**src/rtl/pla_tst_pkg.sv**
```systemverilog
package pla_tst_pkg;
  typedef enum logic [1:0] {
    PH_SR    = 2'd0,
    PH_SWEEP = 2'd1,
    PH_BLOCK = 2'd2
  } phase_t;

  typedef enum logic [2:0] {
    S_IDLE,
    S_SRT,
    S_SWEEP,
    S_LOAD,
    S_BLK,
    S_DONE
  } st_t;
endpackage

```
**src/rtl/pla_tst_code.sv**
```systemverilog
// Decoder-parity code of a local product-line index: binary index plus XOR bit on top.
module pla_tst_code #(
  parameter int IDX_W = 2
) (
  input  logic [IDX_W-1:0] loc,
  output logic [IDX_W:0]   ext
);
  assign ext = {^loc, loc};
endmodule

```
**src/rtl/pla_tst_rom.sv**
```systemverilog
// Main input vector table, one row per product line.
module pla_tst_rom #(
  parameter int N_PROD = 6,
  parameter int N_IN   = 4,
  parameter int LINE_W = 3,
  parameter logic [N_PROD*N_IN-1:0] TBL = '0
) (
  input  logic [LINE_W-1:0] line,
  output logic [N_IN-1:0]   x
);
  always_comb begin
    x = '0;
    for (int j = 0; j < N_PROD; j++) begin
      if (line == LINE_W'(j)) x = TBL[j*N_IN +: N_IN];
    end
  end
endmodule

```
**src/rtl/pla_tst_seq.sv**
```systemverilog
// Phase sequencer: walks register test, zero sweep, then load + block test per block.
module pla_tst_seq
  import pla_tst_pkg::*;
#(
  parameter int N_PROD = 6,
  parameter int BLK_H  = 4,
  parameter int WORD_W = 7,
  parameter int LINE_W = 3,
  parameter int IDX_W  = 2,
  parameter int FLIP_W = 4
) (
  input  logic              clk,
  input  logic              rst,
  input  logic              start,
  input  logic              busy_q,
  output logic              c_busy,
  output logic              c_done,
  output logic              c_valid,
  output logic              c_shift,
  output logic              c_sin,
  output logic              c_zero,
  output phase_t            c_phase,
  output logic [LINE_W-1:0] c_line,
  output logic [IDX_W-1:0]  c_loc,
  output logic [FLIP_W-1:0] c_flip
);
  localparam int NBLK  = (N_PROD + BLK_H - 1) / BLK_H;
  localparam int CNT_W = $clog2(2*NBLK + 2);
  localparam int BLK_W = $clog2(NBLK + 1);
  localparam logic [CNT_W-1:0]  CNT_MID   = CNT_W'(NBLK);
  localparam logic [CNT_W-1:0]  CNT_SR_E  = CNT_W'(2*NBLK);
  localparam logic [CNT_W-1:0]  CNT_LD_E  = CNT_W'(NBLK - 1);
  localparam logic [LINE_W-1:0] LINE_LAST = LINE_W'(N_PROD - 1);
  localparam logic [IDX_W-1:0]  LOC_LAST  = IDX_W'(BLK_H - 1);
  localparam logic [FLIP_W-1:0] FLIP_LAST = FLIP_W'(WORD_W);

  st_t               st;
  logic [CNT_W-1:0]  cnt;
  logic [BLK_W-1:0]  blk;
  logic [LINE_W-1:0] line;
  logic [IDX_W-1:0]  loc;
  logic [FLIP_W-1:0] flip;

  always_comb begin
    c_busy  = 1'b0;
    c_done  = 1'b0;
    c_valid = 1'b0;
    c_shift = 1'b0;
    c_sin   = 1'b0;
    c_zero  = 1'b0;
    c_phase = PH_BLOCK;
    case (st)
      S_SRT: begin
        c_busy = 1'b1; c_valid = 1'b1; c_shift = 1'b1; c_zero = 1'b1;
        c_sin = (cnt == CNT_MID);
        c_phase = PH_SR;
      end
      S_SWEEP: begin
        c_busy = 1'b1; c_valid = 1'b1; c_phase = PH_SWEEP;
      end
      S_LOAD: begin
        c_busy = 1'b1; c_shift = 1'b1; c_zero = 1'b1;
        c_sin = (cnt == (CNT_LD_E - CNT_W'(blk)));
      end
      S_BLK:  begin c_busy = 1'b1; c_valid = 1'b1; end
      S_DONE: begin c_busy = 1'b1; c_done = 1'b1; end
      default: ;
    endcase
  end

  assign c_line = line;
  assign c_loc  = loc;
  assign c_flip = flip;

  always_ff @(posedge clk) begin
    if (rst) begin
      st <= S_IDLE; cnt <= '0; blk <= '0; line <= '0; loc <= '0; flip <= '0;
    end else begin
      case (st)
        S_IDLE: if (start && !busy_q) begin st <= S_SRT; cnt <= '0; end
        S_SRT: begin
          if (cnt == CNT_SR_E) begin
            st <= S_SWEEP; line <= '0; loc <= '0; flip <= '0;
          end else cnt <= cnt + 1'b1;
        end
        S_SWEEP: begin
          if (line == LINE_LAST) begin
            st <= S_LOAD; cnt <= '0; blk <= '0; line <= '0; loc <= '0;
          end else begin
            line <= line + 1'b1;
            loc  <= (loc == LOC_LAST) ? '0 : loc + 1'b1;
          end
        end
        S_LOAD: begin
          if (cnt == CNT_LD_E) begin
            st <= S_BLK; flip <= '0; loc <= '0;
          end else cnt <= cnt + 1'b1;
        end
        S_BLK: begin
          if (flip != FLIP_LAST) flip <= flip + 1'b1;
          else begin
            flip <= '0;
            if (line == LINE_LAST) st <= S_DONE;
            else begin
              line <= line + 1'b1;
              if (loc == LOC_LAST) begin
                st <= S_LOAD; cnt <= '0; blk <= blk + 1'b1; loc <= '0;
              end else loc <= loc + 1'b1;
            end
          end
        end
        S_DONE:  st <= S_IDLE;
        default: st <= S_IDLE;
      endcase
    end
  end
endmodule

```
**src/rtl/pla_tst_gen.sv**
```systemverilog
// Top: sequencer, table, code builder, bit-flip mask and registered outputs.
module pla_tst_gen
  import pla_tst_pkg::*;
#(
  parameter int N_IN   = 4,
  parameter int N_PROD = 6,
  parameter int BLK_H  = 4,
  parameter logic [N_PROD*N_IN-1:0] MAIN_TBL = 24'h69C5A3
) (
  input  logic                     clk,
  input  logic                     rst,
  input  logic                     start,
  output logic                     busy,
  output logic                     done,
  output logic                     pat_valid,
  output logic [1:0]               phase,
  output logic                     sr_shift,
  output logic                     sr_in,
  output logic [N_IN-1:0]          pat_x,
  output logic [$clog2(BLK_H):0]   pat_ext
);
  localparam int IDX_W  = $clog2(BLK_H);
  localparam int CODE_W = IDX_W + 1;
  localparam int WORD_W = CODE_W + N_IN;
  localparam int LINE_W = $clog2(N_PROD + 1);
  localparam int FLIP_W = $clog2(WORD_W + 2);

  logic c_busy, c_done, c_valid, c_shift, c_sin, c_zero;
  phase_t c_phase;
  logic [LINE_W-1:0] c_line;
  logic [IDX_W-1:0]  c_loc;
  logic [FLIP_W-1:0] c_flip;
  logic [N_IN-1:0]   x_c;
  logic [CODE_W-1:0] ext_c;
  logic [WORD_W-1:0] flip_mask, word;

  pla_tst_seq #(
    .N_PROD(N_PROD), .BLK_H(BLK_H), .WORD_W(WORD_W),
    .LINE_W(LINE_W), .IDX_W(IDX_W), .FLIP_W(FLIP_W)
  ) u_seq (
    .clk(clk), .rst(rst), .start(start), .busy_q(busy),
    .c_busy(c_busy), .c_done(c_done), .c_valid(c_valid), .c_shift(c_shift),
    .c_sin(c_sin), .c_zero(c_zero), .c_phase(c_phase), .c_line(c_line),
    .c_loc(c_loc), .c_flip(c_flip)
  );

  pla_tst_rom #(
    .N_PROD(N_PROD), .N_IN(N_IN), .LINE_W(LINE_W), .TBL(MAIN_TBL)
  ) u_rom (.line(c_line), .x(x_c));

  pla_tst_code #(.IDX_W(IDX_W)) u_code (.loc(c_loc), .ext(ext_c));

  for (genvar b = 0; b < WORD_W; b++) begin : g_mask
    assign flip_mask[b] = (c_flip == FLIP_W'(b + 1));
  end

  assign word = c_zero ? '0 : ({ext_c, x_c} ^ flip_mask);

  always_ff @(posedge clk) begin
    if (rst) begin
      busy <= 1'b0; done <= 1'b0; pat_valid <= 1'b0; phase <= 2'd0;
      sr_shift <= 1'b0; sr_in <= 1'b0; pat_x <= '0; pat_ext <= '0;
    end else begin
      busy      <= c_busy;
      done      <= c_done;
      pat_valid <= c_valid;
      phase     <= c_phase;
      sr_shift  <= c_shift;
      sr_in     <= c_sin;
      pat_x     <= word[N_IN-1:0];
      pat_ext   <= word[WORD_W-1:N_IN];
    end
  end
endmodule

```
**config.mk**
```make
export PLATFORM = sky130hd
export DESIGN_NAME = pla_tst_gen
export DESIGN_NICKNAME = d
export VERILOG_FILES = /design/src/rtl/pla_tst_pkg.sv /design/src/rtl/pla_tst_code.sv /design/src/rtl/pla_tst_rom.sv /design/src/rtl/pla_tst_seq.sv /design/src/rtl/pla_tst_gen.sv
export SDC_FILE = /design/constraint.sdc
export NUM_CORES = 1
export LEC_CHECK = 0
export ABC_AREA = 0
export BUFFER_PORTS_ARGS = -buffer_cell sky130_fd_sc_hd__buf_4
export CORE_ASPECT_RATIO = 0.6
export CORE_MARGIN = 4
export CORE_UTILIZATION = 53
export CTS_CLUSTER_DIAMETER = 40
export DETAILED_ROUTE_END_ITERATION = 6
export GPL_ROUTABILITY_DRIVEN = 0
export PLACE_DENSITY = 0.79
export SLEW_MARGIN = 15
export SYNTH_ARGS = -nofsm -noshare
export SYNTH_HDL_FRONTEND = slang
export SYNTH_SLANG_ARGS = --single-unit
export TNS_END_PERCENT = 5
```
**constraint.sdc**
```tcl
create_clock -name clk -period 1.55 [get_ports clk]
set_input_delay 0.155 -clock clk [delete_from_list [all_inputs] [get_ports clk]]
set_output_delay 0.155 -clock clk [all_outputs]
set_load 0.05 [all_outputs]
```
# [Yosys cells after proc, flatten, opt, wreduce, memory -nomap -nowiden]
# Cells that the tools add are included.
[totals] wordCells=123 regBits=31 input_bits=3 out_inout_bits=14
[op_classes] mux=49 add_sub_neg=6 n_eq_ne=33 reduce_logical=20 bitwise_logic=1
[op_table] operator="3-bit 2-to-1 mux" count=18
[op_table] operator="4-bit 2-to-1 mux" count=8
[op_table] operator="3-bit case mux with 5 select lines" count=2
[op_table] operator="2-bit 2-to-1 mux" count=11
[op_table] operator="4-bit by 3-bit == test with 1-bit output (second input constant)" count=4
[op_table] operator="3-bit by 2-bit == test with 1-bit output (second input constant)" count=5
[op_table] operator="3-bit == test (second input constant)" count=5
[op_table] operator="4-bit case mux with 3 select lines" count=1
[op_table] operator="2-bit by 1-bit inequality test with 1-bit output (second input constant)" count=5
[op_table] operator="5-bit AND reduction" count=2
[op_table] operator="3-bit by 1-bit == test with 1-bit output (second input constant)" count=3
[op_table] operator="3-bit case mux with 3 select lines" count=1
[op_table] operator="4-bit by 2-bit == test with 1-bit output (second input constant)" count=2
[op_table] operator="2-bit inequality test (second input constant)" count=4
[op_table] operator="2-bit case mux with 2 select lines" count=2
[op_table] operator="2-bit case mux with 4 select lines" count=1
[op_table] operator="8-bit AND reduction" count=1
[op_table] operator="7-bit XOR" count=1
[op_table] operator="3-bit by 1-bit adder with 3-bit output (second input constant)" count=2
[op_table] operator="3-bit logical NOT" count=2
[op_table] operator="6-bit AND reduction" count=1
[op_table] operator="3-bit nonzero test" count=2
[op_table] operator="5-bit nonzero test" count=1
[op_table] operator="5-bit OR reduction" count=1
[op_table] operator="19 further kinds" count=24

# [Depth between registers and ports, before layout]
# Gate-level depths: netlist of the first run.
[logic_depth] word_depth=8 depth_mapped=7 mapped_depth_nobuf=7

# [Cells and area by module]
# Synthesis of the first run repeated with hierarchy kept, for this count alone.
[unflattened] cells_unflattened=217 hier_area_um2=1911.8
[by_module_without_submodules] mod="pla_tst_seq" cells_per_inst=155 instances=1 area_per_inst_um2=1257.5
[by_module_without_submodules] mod="pla_tst_gen" cells_per_inst=52 instances=1 area_per_inst_um2=589.3
[by_module_without_submodules] mod="pla_tst_rom" cells_per_inst=7 instances=1 area_per_inst_um2=41.3
[by_module_without_submodules] mod="pla_tst_code" cells_per_inst=3 instances=1 area_per_inst_um2=23.8

# [Worst setup path after synthesis of the first run]
# Ideal clock, no wire load.
[synth_timing] path_type="register -> register" startpoint="register u_seq.flip[0], in the netlist u_seq.c_flip[0]" endpoint="register u_seq.cnt[1]" path_stages_with_launch=8 arrival_time_ps=1536 setup_ps=87 slack_ps=-73 synth_period_minus_slack_ps=1623 cell_sequence="dfxtp_1 ha_1 and3b_1 buf_6 a211o_2 o211ai_2 or3_1 o31ai_1"
[synth_via] elab_chain_cells=3
[synth_lines] element="start: declaration" line="pla_tst_seq.sv:42" text="logic [FLIP_W-1:0] flip;"
[synth_lines] element="start signal: assignment" line="pla_tst_seq.sv:100" text="if (flip != FLIP_LAST) flip <= flip + 1'b1;"
[synth_lines] element="4-bit by 3-bit inequality test with 1-bit output" line="pla_tst_seq.sv:100"
[synth_lines] element="2-bit inequality test (no line)"
[synth_lines] element="8-bit AND reduction (no line)"
[synth_lines] element="end signal: assignment" line="pla_tst_seq.sv:84" text="end else cnt <= cnt + 1'b1;"
[synth_lines] element="end signal: assignment" line="pla_tst_seq.sv:97" text="end else cnt <= cnt + 1'b1;"
[synth_lines] element="end: declaration" line="pla_tst_seq.sv:38" text="logic [CNT_W-1:0] cnt;"
# No other way between the ends.
# A chain may end at the register's enable or synchronous reset.

# [Worst setup path in the final report of the first run]
[layout_timing] startpoint="register u_seq.st[2]" endpoint="register u_seq.cnt[2]"
[layout_via] elab_chain_cells=3
[layout_lines] element="start: declaration" line="pla_tst_seq.sv:37" text="st_t st;"
[layout_lines] element="start signal: assignment" line="pla_tst_seq.sv:77" text="st <= S_IDLE; cnt <= '0; blk <= '0; line <= '0; loc <= '0; flip <= '0;"
[layout_lines] element="start signal: assignment" line="pla_tst_seq.sv:80" text="S_IDLE: if (start && !busy_q) begin st <= S_SRT; cnt <= '0; end"
[layout_lines] element="start signal: assignment" line="pla_tst_seq.sv:83" text="st <= S_SWEEP; line <= '0; loc <= '0; flip <= '0;"
[layout_lines] element="3-bit by 1-bit == test with 1-bit output, or another cell as far along" line="pla_tst_seq.sv:79" text="case (st)"
[layout_lines] element="5-bit nonzero test (no line), or another cell as far along"
[layout_lines] element="8-bit AND reduction (no line)"
# Several ways; a longest one is shown, not always the timed one.

==> results_dict.tcl, run 1 <==
set metrics [dict create \
    async_flop_share_pct 0 \
    areaGrowthSynthToFinish_pct 40.26 \
    muxShareOfSynthArea_pct 1.105 \
    antenna_found_initial 0 \
    synth_top_area_share_pct 34.25 \
    clockBufferDepth 2 \
    grt_setup_unrepaired "yes" \
    p_int_w 0.002313 \
    drv_cap 0 \
    synth-edff-count 0 \
    syn_inst 205 \
    synth_xor_area_share_pct 4.351 \
    yosysWarnings 0 \
    worst_slew_pin_slew_ps 367.2 \
    placed_cells 303 \
    multi_input_area_um2 1226 \
    ioPinCount 17 \
    clock_latency_ps 280 \
    fmax_mhz 573.7 \
    power_frac_clock_pct 14.2 \
    vdd_drop_max_uv 1056 \
    end_kind "flop" \
    avgSynthCellArea_um2 8.838 \
    vias_per_cell 5.834 \
    syn_area_um2 1812 \
    hold_viol 0 \
    fin_worst_skew_ps 4.232 \
    setup_viol 15 \
    synthSimpleGateAreaFrac_pct 25.48 \
    vias 1832 \
    final_core_util_pct 77.88 \
    fin_nets 286 \
    drive_gt1_share_pct 42.75 \
    drc 0 \
    diodes 0 \
    dp_hpwl_um 3583 \
    yosysTopAreaCell "dfxtp_1" \
    drt_iter0_drc 201 \
    die_y_um 53.29 \
    min_period_ps 1743 \
    finalWorstSetupSlack_ps -193.0 \
    fin_cells 314 \
    fp.coreArea_um2 3263 \
    ys_seq_elements 31 \
    htree_levels 2 \
    power_frac_seq_pct 27.4 \
    grt_pass1_vias 1651 \
    outcome "finished with violations" \
    seqCellArea_um2 633.1 \
    synthFlopType "dfxtp_1" \
    holdBufCountCts 0 \
    die_x_um 83.48 \
    p_comb_share_pct 58.5 \
    cts_tree "yes" \
    post_drt_wl_per_cell_um 18.15 \
    required_ps 1700 \
    syn-num-nets 221 \
    p_per_area_nw_per_um2 1624 \
    finalSetupTns_ps -821.5 \
    synth-compound-area-share_pct 20.37 \
    cts_made_buffers 5 \
    p_leak_nw 1.028 \
    start_kind "flop" \
    crit_type "flop to flop" \
    min-delay-path-class "primary input to flop" \
    grt_use_total_pct 23.46 \
    clkSlewWorstSetupHoldPaths_ps 60 \
    rows 16 \
    firstDrtPassIters 4 \
    portBuffers 16 \
    clock_sinks 31 \
    yosys.area_share.adder_pct 8.978 \
    switching_share_pct 43.96 \
    violations "negative setup slack" \
    die_area_um2 4449 \
    p_switching_w 0.001814 \
    synth_top_family_by_area "simple AND/OR/NAND/NOR gates" \
    synth_area_leaders "dfxtp_1 (34%), ha_1 (9.0%), nor2_1 (4.1%), nand2_1 (3.7%), a21oi_1 (3.3%)" \
    nFillCells 193 \
    grt_pass1_wl_um 8052 \
    clockRootBuffer "clkbuf_8" \
    synth_cell_types 54 \
    relSlewSlack_pct 75.36 \
    drtAntennaViolNets 0 \
    cp.arrival_ps 1890 \
    crit_fanout 8 \
    maxSlewViolCount 0 \
    routed_wl_um 5700 \
    start_util_pct 55.52 \
    synth_seq_area_share_pct 34.25 \
    grt_max_degree 21 \
    period_share_pct 112.5 \
    grt_overflow_total 0 \
]
-- stage by stage --
step	area [um2]	setup WS, ps	hold slack [ps]	total power, W
floorplan	1833	23.82	260.9	0.002421
global placement	2298	-142.0	489.9	0.003142
detailed placement	2298	-137.9	503.0	0.003183
CTS	2412	-69.78	210.8	0.003823
global route	2541	-239.5	225.6	0.004334
finish	2541	-193.0	219.9	0.004127
-- power groups by stage --
stage	logic (W)	registers, W	clock network (W)
after global routing	0.00256	0.00115	0.000625
final	0.00241	0.00113	0.000584
after CTS	0.00214	0.00109	0.000588
after floorplan	0.00106	0.00136	0
after detailed placement	0.00209	0.00110	0
after global placement	0.00205	0.00109	0
-- critical path, stage by stage (launching register included) --
cell and delay, ps:
dfxtp_2 420, and2b_1 300, a21oi_2 280, o21ai_1 130
o311ai_1 330, o21ai_1 150
-- final timing paths --
| kind | startpoint | to | slack [ps] | cells past startpoint |
|---|---|---|---|---|
| hold / removal | rst | phase[1]$_SDFF_PP0_ | 220 | 2 |
| hold reg to reg | u_seq.blk[1]$_SDFFE_PP0P_ | u_seq.blk[1]$_SDFFE_PP0P_ | 510 | 1 |
| setup reg to reg | u_seq.st[2]$_SDFFE_PP0P_ | u_seq.cnt[2]$_SDFFE_PP0P_ | -190 | 5 |
| setup / recovery | u_seq.st[2]$_SDFFE_PP0P_ | u_seq.cnt[2]$_SDFFE_PP0P_ | -190 | 5 |
-- state kept, by name, indices dropped and copies added (netlist names) --
name / flops
busy: 1
done: 1
pat_ext: 3
pat_valid: 1
pat_x: 4
phase: 2
sr_in: 1
sr_shift: 1
u_seq.blk: 2
u_seq.c_flip: 4
u_seq.c_line: 3
u_seq.c_loc: 2
u_seq.cnt: 3
u_seq.st: 3
-- cell usage after synthesis (2+ instances only) --
cell type / count
a211oi_1: 4
a21oi_1: 12
a311oi_1: 3
a31o_1: 2
a41oi_1: 2
and2b_1: 3
and3_1: 3
buf_4: 2
buf_6: 3
clkbuf_1: 2
dfxtp_1: 31
ha_1: 13
inv_1: 8
mux2i_1: 2
nand2_1: 18
nand2b_1: 4
nand2b_4: 2
nand3_1: 4
nand3b_1: 2
nand4b_1: 3
nor2_1: 20
nor2b_1: 2
nor3_1: 6
o21a_1: 2
o21ai_0: 4
o21ai_1: 7
o311ai_1: 2
o31ai_1: 3
or3_1: 4
xnor2_1: 4
xor2_1: 5
-- cell usage in the layout, fill, tap and decap left out, types with 2 or more instances in the layout --
cell type | Yosys | routed
a311oi_1 | 3 | 2
nand4b_1 | 3 | 3
clkbuf_8 | 0 | 5
ha_4 | 0 | 3
or3_1 | 4 | 4
buf_4 | 2 | 63
nor2_2 | 0 | 2
nand3_1 | 4 | 4
o31ai_1 | 3 | 3
and2b_2 | 0 | 2
a31o_1 | 2 | 2
nor2b_1 | 2 | 2
nor3b_4 | 1 | 2
nor2_1 | 20 | 18
and3_1 | 3 | 2
inv_1 | 8 | 4
o21ai_1 | 7 | 7
o21a_1 | 2 | 2
nand2b_1 | 4 | 4
a41oi_1 | 2 | 2
nor3_1 | 6 | 3
buf_6 | 3 | 2
xnor2_1 | 4 | 4
nand2b_4 | 2 | 2
nand2_1 | 18 | 17
a211oi_1 | 4 | 2
a211oi_2 | 0 | 2
a21oi_1 | 12 | 11
nor3_2 | 0 | 3
ha_2 | 0 | 2
mux2i_1 | 2 | 2
xor2_1 | 5 | 5
dfxtp_2 | 0 | 7
dfxtp_1 | 31 | 23
o21ai_0 | 4 | 4
inv_2 | 1 | 5
nand3b_1 | 2 | 2
ha_1 | 13 | 8
-- cells by family (layout without fill, tap and decap cells) --
family / after synthesis / after routing
mux: 2 / 2
xor+xnor: 9 / 9
simple gates: 80 / 80
compound gates: 52 / 52
flops: 31 / 31
fa+ha+maj: 13 / 13
buf+inv: 18 / 82
-- metal layers --
metal	vias to the layer above	track usage [%]	wire length [um]
met4	0	7.219	189
met1	839	32.99	2454
li1	862	-	-
met2	105	35.24	2445
met5	-	0	0
met3	26	5.910	611
-- final cells by class --
class / count / share of cell area (%)
clock buffers: 6 / 2.856
multi-input cells: 156 / 48.25
flip-flops and latches: 31 / 24.91
well taps: 45 / 2.216
inverters: 10 / 1.477
repair buffers: 66 / 20.29
-- timing repair --
item / 4_1_cts / 5_1_grt
pin swaps: 1 / 11
gates resized for setup: 14 / 23
setup endpoints to repair: 16 / 20
buffers inserted: 0 / 5
No activity file was read; power rests on OpenSTA's default activity.
==> inputs of run 2 (changes only) <==
--- a/config.mk
+++ b/config.mk
@@ -9,11 +9,12 @@
 export BUFFER_PORTS_ARGS = -buffer_cell sky130_fd_sc_hd__buf_4
 export CORE_ASPECT_RATIO = 0.6
 export CORE_MARGIN = 4
-export CORE_UTILIZATION = 53
+export CORE_UTILIZATION = 55
+export CTS_BUF_LIST = sky130_fd_sc_hd__clkbuf_8
 export CTS_CLUSTER_DIAMETER = 40
 export DETAILED_ROUTE_END_ITERATION = 6
 export GPL_ROUTABILITY_DRIVEN = 0
-export PLACE_DENSITY = 0.79
+export PLACE_DENSITY = 0.82
 export SLEW_MARGIN = 15
 export SYNTH_ARGS = -nofsm -noshare
 export SYNTH_HDL_FRONTEND = slang
==> run 2 against run 1 <==
The flow still finishes with violations (negative setup slack). Register-to-register slack lost 96 ps. Clock-buffer cell count shrank 1. Sequential share of layout area shrank 0.93 points. First-iteration DRC count grew 54%. Combinational power grew 19%. Global-route usage grew 8.0 points. Sequential power is essentially flat.
==> results_dict.tcl, run 2 (synthesis results as in run 1) <==
set metrics [dict create \
    outcome "finished with violations" \
    violations "negative setup slack" \
    hold_viol 0 \
    cp.arrival_ps 2010 \
    start_kind "flop" \
    crit_chain "buf_6, buf_4, nand4b_1, and3_4, o21ai_1, o311ai_1, o21ai_1" \
    min_period_ps 1839 \
    setup_viol 19 \
    seqCellArea_um2 638.1 \
    drt_iter0_drc 310 \
    die_y_um 52.46 \
    nFillCells 124 \
    finalWorstSetupSlack_ps -289.5 \
    drtAntennaViolNets 0 \
    start_util_pct 60.33 \
    dpl_cell_area_um2 2242 \
    clockRootBuffer "clkbuf_8" \
    fin_worst_skew_ps 13.12 \
    power_frac_clock_pct 14.0 \
    relSlewSlack_pct 71.70 \
    fmax_mhz 543.6 \
    crit_type "flop to flop" \
    drv_cap 0 \
    worst_slew_pin_slew_ps 418.0 \
    period_share_pct 118.7 \
    clockBufferDepth 2 \
    p_comb_share_pct 61.5 \
    final_cell_mix "buf_4 (57), dfxtp_1 (21), nor2_1 (16)" \
    grt_use_total_pct 31.46 \
    htree_levels 2 \
    post_drt_wl_per_cell_um 25.41 \
    cts_tree "yes" \
    vias 2162 \
    finalPower_w 0.004662 \
    drive_gt1_share_pct 49.06 \
    p_leak_nw 1.064 \
    path_delay_family "compound AO/OA/AOI/OAI gates" \
    ff2ff_path_depth 7 \
    hold_depth 2 \
    die_x_um 82.10 \
    ioPinCount 17 \
    critPathMaxStageDelay_ps 400 \
    grt_max_degree 21 \
    cts_made_buffers 5 \
    diodes 0 \
    multi_input_area_um2 1346 \
    ff2ff_setup_slack_ps -290 \
    cp_slowest_cell "dfxtp_4" \
    fin_nets 282 \
    crit_fanout 7 \
    grt_pass1_vias 1904 \
    grt_pass1_wl_um 9722 \
    final_area_um2 2660 \
    die_area_um2 4306 \
    vdd_drop_max_uv 1253 \
    firstDrtPassIters 7 \
    p_per_area_nw_per_um2 1753 \
    rows 15 \
    clock_sinks 31 \
    clkSlewWorstSetupHoldPaths_ps 80 \
    grt_setup_unrepaired "yes" \
    cp_common_cell "o21ai_1" \
    cp_num_cells 7 \
    power_frac_seq_pct 24.4 \
    fp.coreArea_um2 3003 \
    maxSlewViolCount 0 \
    holdBufCountCts 0 \
    antenna_found_initial 0 \
    p_int_w 0.002413 \
    finalSetupTns_ps -1858 \
    vias_per_cell 6.997 \
    drc 0 \
    dp_hpwl_um 3703 \
    place_ws_ps -222.6 \
    layout_commonest_cell "buf_4" \
    final_core_util_pct 88.58 \
    switching_share_pct 48.24 \
    min-delay-path-class "primary input to flop" \
    areaGrowthSynthToFinish_pct 46.82 \
    p_switching_w 0.002249 \
    routed_wl_um 7852 \
    crit_buf_inv 2 \
    required_ps 1720 \
    grt_overflow_total 0 \
    portBuffers 16 \
    end_kind "flop" \
    clock_latency_ps 310 \
]
[run 2: area by class of cell]
cell class,instances,share of cell area (%)
Clock inverter,3,0.4704
Timing Repair Buffer,62,18.86
Multi-Input combinational cell,156,50.61
Clock buffer,5,2.587
Sequential cell,31,23.99
Tap cell,42,1.976
Inverter,10,1.505
[run 2: metrics by stage]
stage                     hold slack, ps  std cells
final                              219.9        309
after global routing               215.9        309
after CTS                          200.3        304
after detailed placement           496.3        293
after global placement             488.9        293
after floorplan                    260.9        205
[run 2: path summary, 6_finish.rpt]
kind	startpoint	endpoint
worst max-delay path	u_seq.st[1]$_SDFFE_PP0P_	u_seq.cnt[2]$_SDFFE_PP0P_
worst min-delay path	rst	u_seq.c_flip[1]$_SDFFE_PP0P_
worst max register to register	u_seq.st[1]$_SDFFE_PP0P_	u_seq.cnt[2]$_SDFFE_PP0P_
worst min register to register	u_seq.blk[0]$_SDFFE_PP0P_	u_seq.blk[0]$_SDFFE_PP0P_
[run 2: repair_timing]
item / CTS / global route
pin swaps: 14 / 19
buffers inserted: 4 / 5
endpoints found under the setup margin: 18 / 21
gates resized for setup: 29 / 42
[run 2: layer usage]
layer	track usage [%]	wire length, um
met5	0	0
met3	10.14	939
met4	12.71	597
met2	50.40	3371
met1	39.04	2943
[run 2: power groups by stage]
stage	registers [W]	logic, W	clock network, W
after floorplan	0.00136	0.00106	0
final	0.00114	0.00287	0.000654
after CTS	0.00110	0.00226	0.000622
after global placement	0.00109	0.00200	0
after global routing	0.00114	0.00293	0.000690
after detailed placement	0.00110	0.00208	0
==> inputs of run 3 (changes only) <==
--- a/config.mk
+++ b/config.mk
@@ -7,6 +7,7 @@
 export LEC_CHECK = 0
 export ABC_AREA = 0
 export BUFFER_PORTS_ARGS = -buffer_cell sky130_fd_sc_hd__buf_4
+export CAP_MARGIN = 25
 export CORE_ASPECT_RATIO = 0.6
 export CORE_MARGIN = 4
 export CORE_UTILIZATION = 55
@@ -15,6 +16,7 @@
 export DETAILED_ROUTE_END_ITERATION = 6
 export GPL_ROUTABILITY_DRIVEN = 0
 export PLACE_DENSITY = 0.82
+export SKIP_LAST_GASP = 1
 export SLEW_MARGIN = 15
 export SYNTH_ARGS = -nofsm -noshare
 export SYNTH_HDL_FRONTEND = slang
==> run 3 against run 2 <==
The run still ends with negative setup slack left. Global-route usage fell by 1.1 points. Clock-buffer cell count did not move. Hold slack got worse by 21 ps. Clock power fell by 5.4%. Worst setup slack improved by 45 ps. Utilization fell by 2.2 points. Non-clock buffer count did not move. Combinational power fell by 5%. Final cell count did not move. Clock skew fell by 9.1 ps. Routed wire length fell by 13%. Critical path type unchanged. Largest cell class unchanged.
==> results_dict.tcl, run 3 (synthesis results as in run 1) <==
set metrics [dict create \
    outcome "finished with violations" \
    violations "negative setup slack" \
    vias 2065 \
    die_x_um 82.10 \
    drc 0 \
    htree_levels 2 \
    seqCellArea_um2 636.9 \
    grt_overflow_total 0 \
    vias_per_cell 6.683 \
    cts_tree "yes" \
    routed_wl_um 6841 \
    dp_hpwl_um 3703 \
    hold_viol 0 \
    vdd_drop_max_uv 1163 \
    end_kind "flop" \
    grt_pass1_wl_um 9321 \
    maxSlewViolCount 0 \
    post_drt_wl_per_cell_um 22.14 \
    diodes 0 \
    p_per_area_nw_per_um2 1723 \
    crit_type "flop to flop" \
    clockRootBuffer "clkbuf_8" \
    p_leak_nw 1.061 \
    cts_made_buffers 5 \
    setup_viol 20 \
    place_ws_ps -222.6 \
    antenna_found_initial 0 \
    nFillCells 143 \
    portBuffers 16 \
    multi_input_area_um2 1282 \
    drtAntennaViolNets 0 \
    ioPinCount 17 \
    firstDrtPassIters 5 \
    worst_slew_pin_slew_ps 380.1 \
    die_y_um 52.46 \
    whs_ps 198.7 \
    fin_worst_skew_ps 4.001 \
    drt_iter0_drc 286 \
    clockBufferDepth 2 \
    areaGrowthSynthToFinish_pct 43.09 \
    clock_latency_ps 300 \
    die_area_um2 4306 \
    fin_nets 282 \
    clock_sinks 31 \
    cp.arrival_ps 2020 \
    grt_setup_unrepaired "yes" \
    start_kind "flop" \
    grt_pass1_vias 1879 \
    grt_use_total_pct 30.36 \
    required_ps 1780 \
    start_util_pct 60.33 \
    fp.coreArea_um2 3003 \
    clkSlewWorstSetupHoldPaths_ps 70 \
    final_cell_mix "buf_4 (57), dfxtp_1 (22), nor2_1 (19)" \
    min-delay-path-class "primary input to flop" \
    holdBufCountCts 0 \
    crit_fanout 6 \
    grt_max_degree 21 \
    rows 15 \
    min_period_ps 1794 \
    layout_commonest_cell "buf_4" \
    period_share_pct 115.8 \
    drv_cap 0 \
    finalWorstSetupSlack_ps -244.4 \
    relSlewSlack_pct 74.50 \
    fmax_mhz 557.3 \
    drive_gt1_share_pct 43.82 \
]
==> run 3: layout make-up <==
| type | instances | share of cell area [%] |
|---|---|---|
| Inverter | 10 | 1.448 |
| Timing Repair Buffer | 62 | 19.35 |
| Tap cell | 42 | 2.027 |
| Sequential cell | 31 | 24.57 |
| Clock inverter | 3 | 0.4826 |
| Clock buffer | 5 | 2.654 |
| Multi-Input combinational cell | 156 | 49.47 |
==> run 3: repair_timing <==
action,4_1_cts,5_1_grt
resized for setup,27,25
setup endpoints to repair,18,21
hold endpoints to repair,0,0
pin swaps,13,11
setup buffers,4,5
==> run 3: path summary, 6_finish.rpt <==
path | from | to | slack, ps | cells past startpoint
worst max register to register | u_seq.st[1]$_SDFFE_PP0P_ | u_seq.st[2]$_SDFFE_PP0P_ | -240 | 7
worst min register to register | u_seq.blk[0]$_SDFFE_PP0P_ | u_seq.blk[0]$_SDFFE_PP0P_ | 530 | 2
worst max-delay path | u_seq.st[1]$_SDFFE_PP0P_ | u_seq.st[2]$_SDFFE_PP0P_ | -240 | 7
worst min-delay path | rst | u_seq.c_flip[1]$_SDFFE_PP0P_ | 200 | 2
==> run 3: power by group <==
| group | total [W] | internal, W | leakage [nW] | switching, W |
|---|---|---|---|---|
| Combinational | 0.00273 | 0.00111 | 0.754 | 0.00162 |
| Sequential | 0.00112 | 0.000972 | 0.257 | 0.000146 |
| Clock | 0.000619 | 0.000301 | 0.0505 | 0.000318 |
| Total | 0.00447 | 0.00238 | 1.06 | 0.00209 |
==> run 3: through the flow <==
step / setup TNS, ps / total power (W) / utilization, % / cell area, um2 / cells
global placement: -587.4 / 0.003085 / 74.67 / 2242 / 293
CTS: -87.55 / 0.003981 / 82.04 / 2464 / 304
floorplan: 0 / 0.002421 / - / 1833 / 205
global route: -2366 / 0.004592 / 86.33 / 2592 / 309
detailed placement: -1577 / 0.003179 / 74.67 / 2242 / 293
finish: -1774 / 0.004467 / 86.33 / 2592 / 309
==> run 3: critical path, cell delays in order (launching register included) <==
cell	delay (ps)
dfxtp_4	370
buf_6	130
buf_6	110
nor3b_4	320
a21boi_4	320
a21oi_2	50
nor3_1	240
a31o_1	180
==> run 3: metal layers <==
layer | vias to the layer above | wire [um] | global-route usage (%)
li1 | 854 | - | -
met1 | 945 | 2589 | 36.68
met2 | 205 | 2926 | 47.18
met3 | 61 | 858 | 9.278
met4 | 0 | 468 | 18.78
met5 | - | 0 | 0
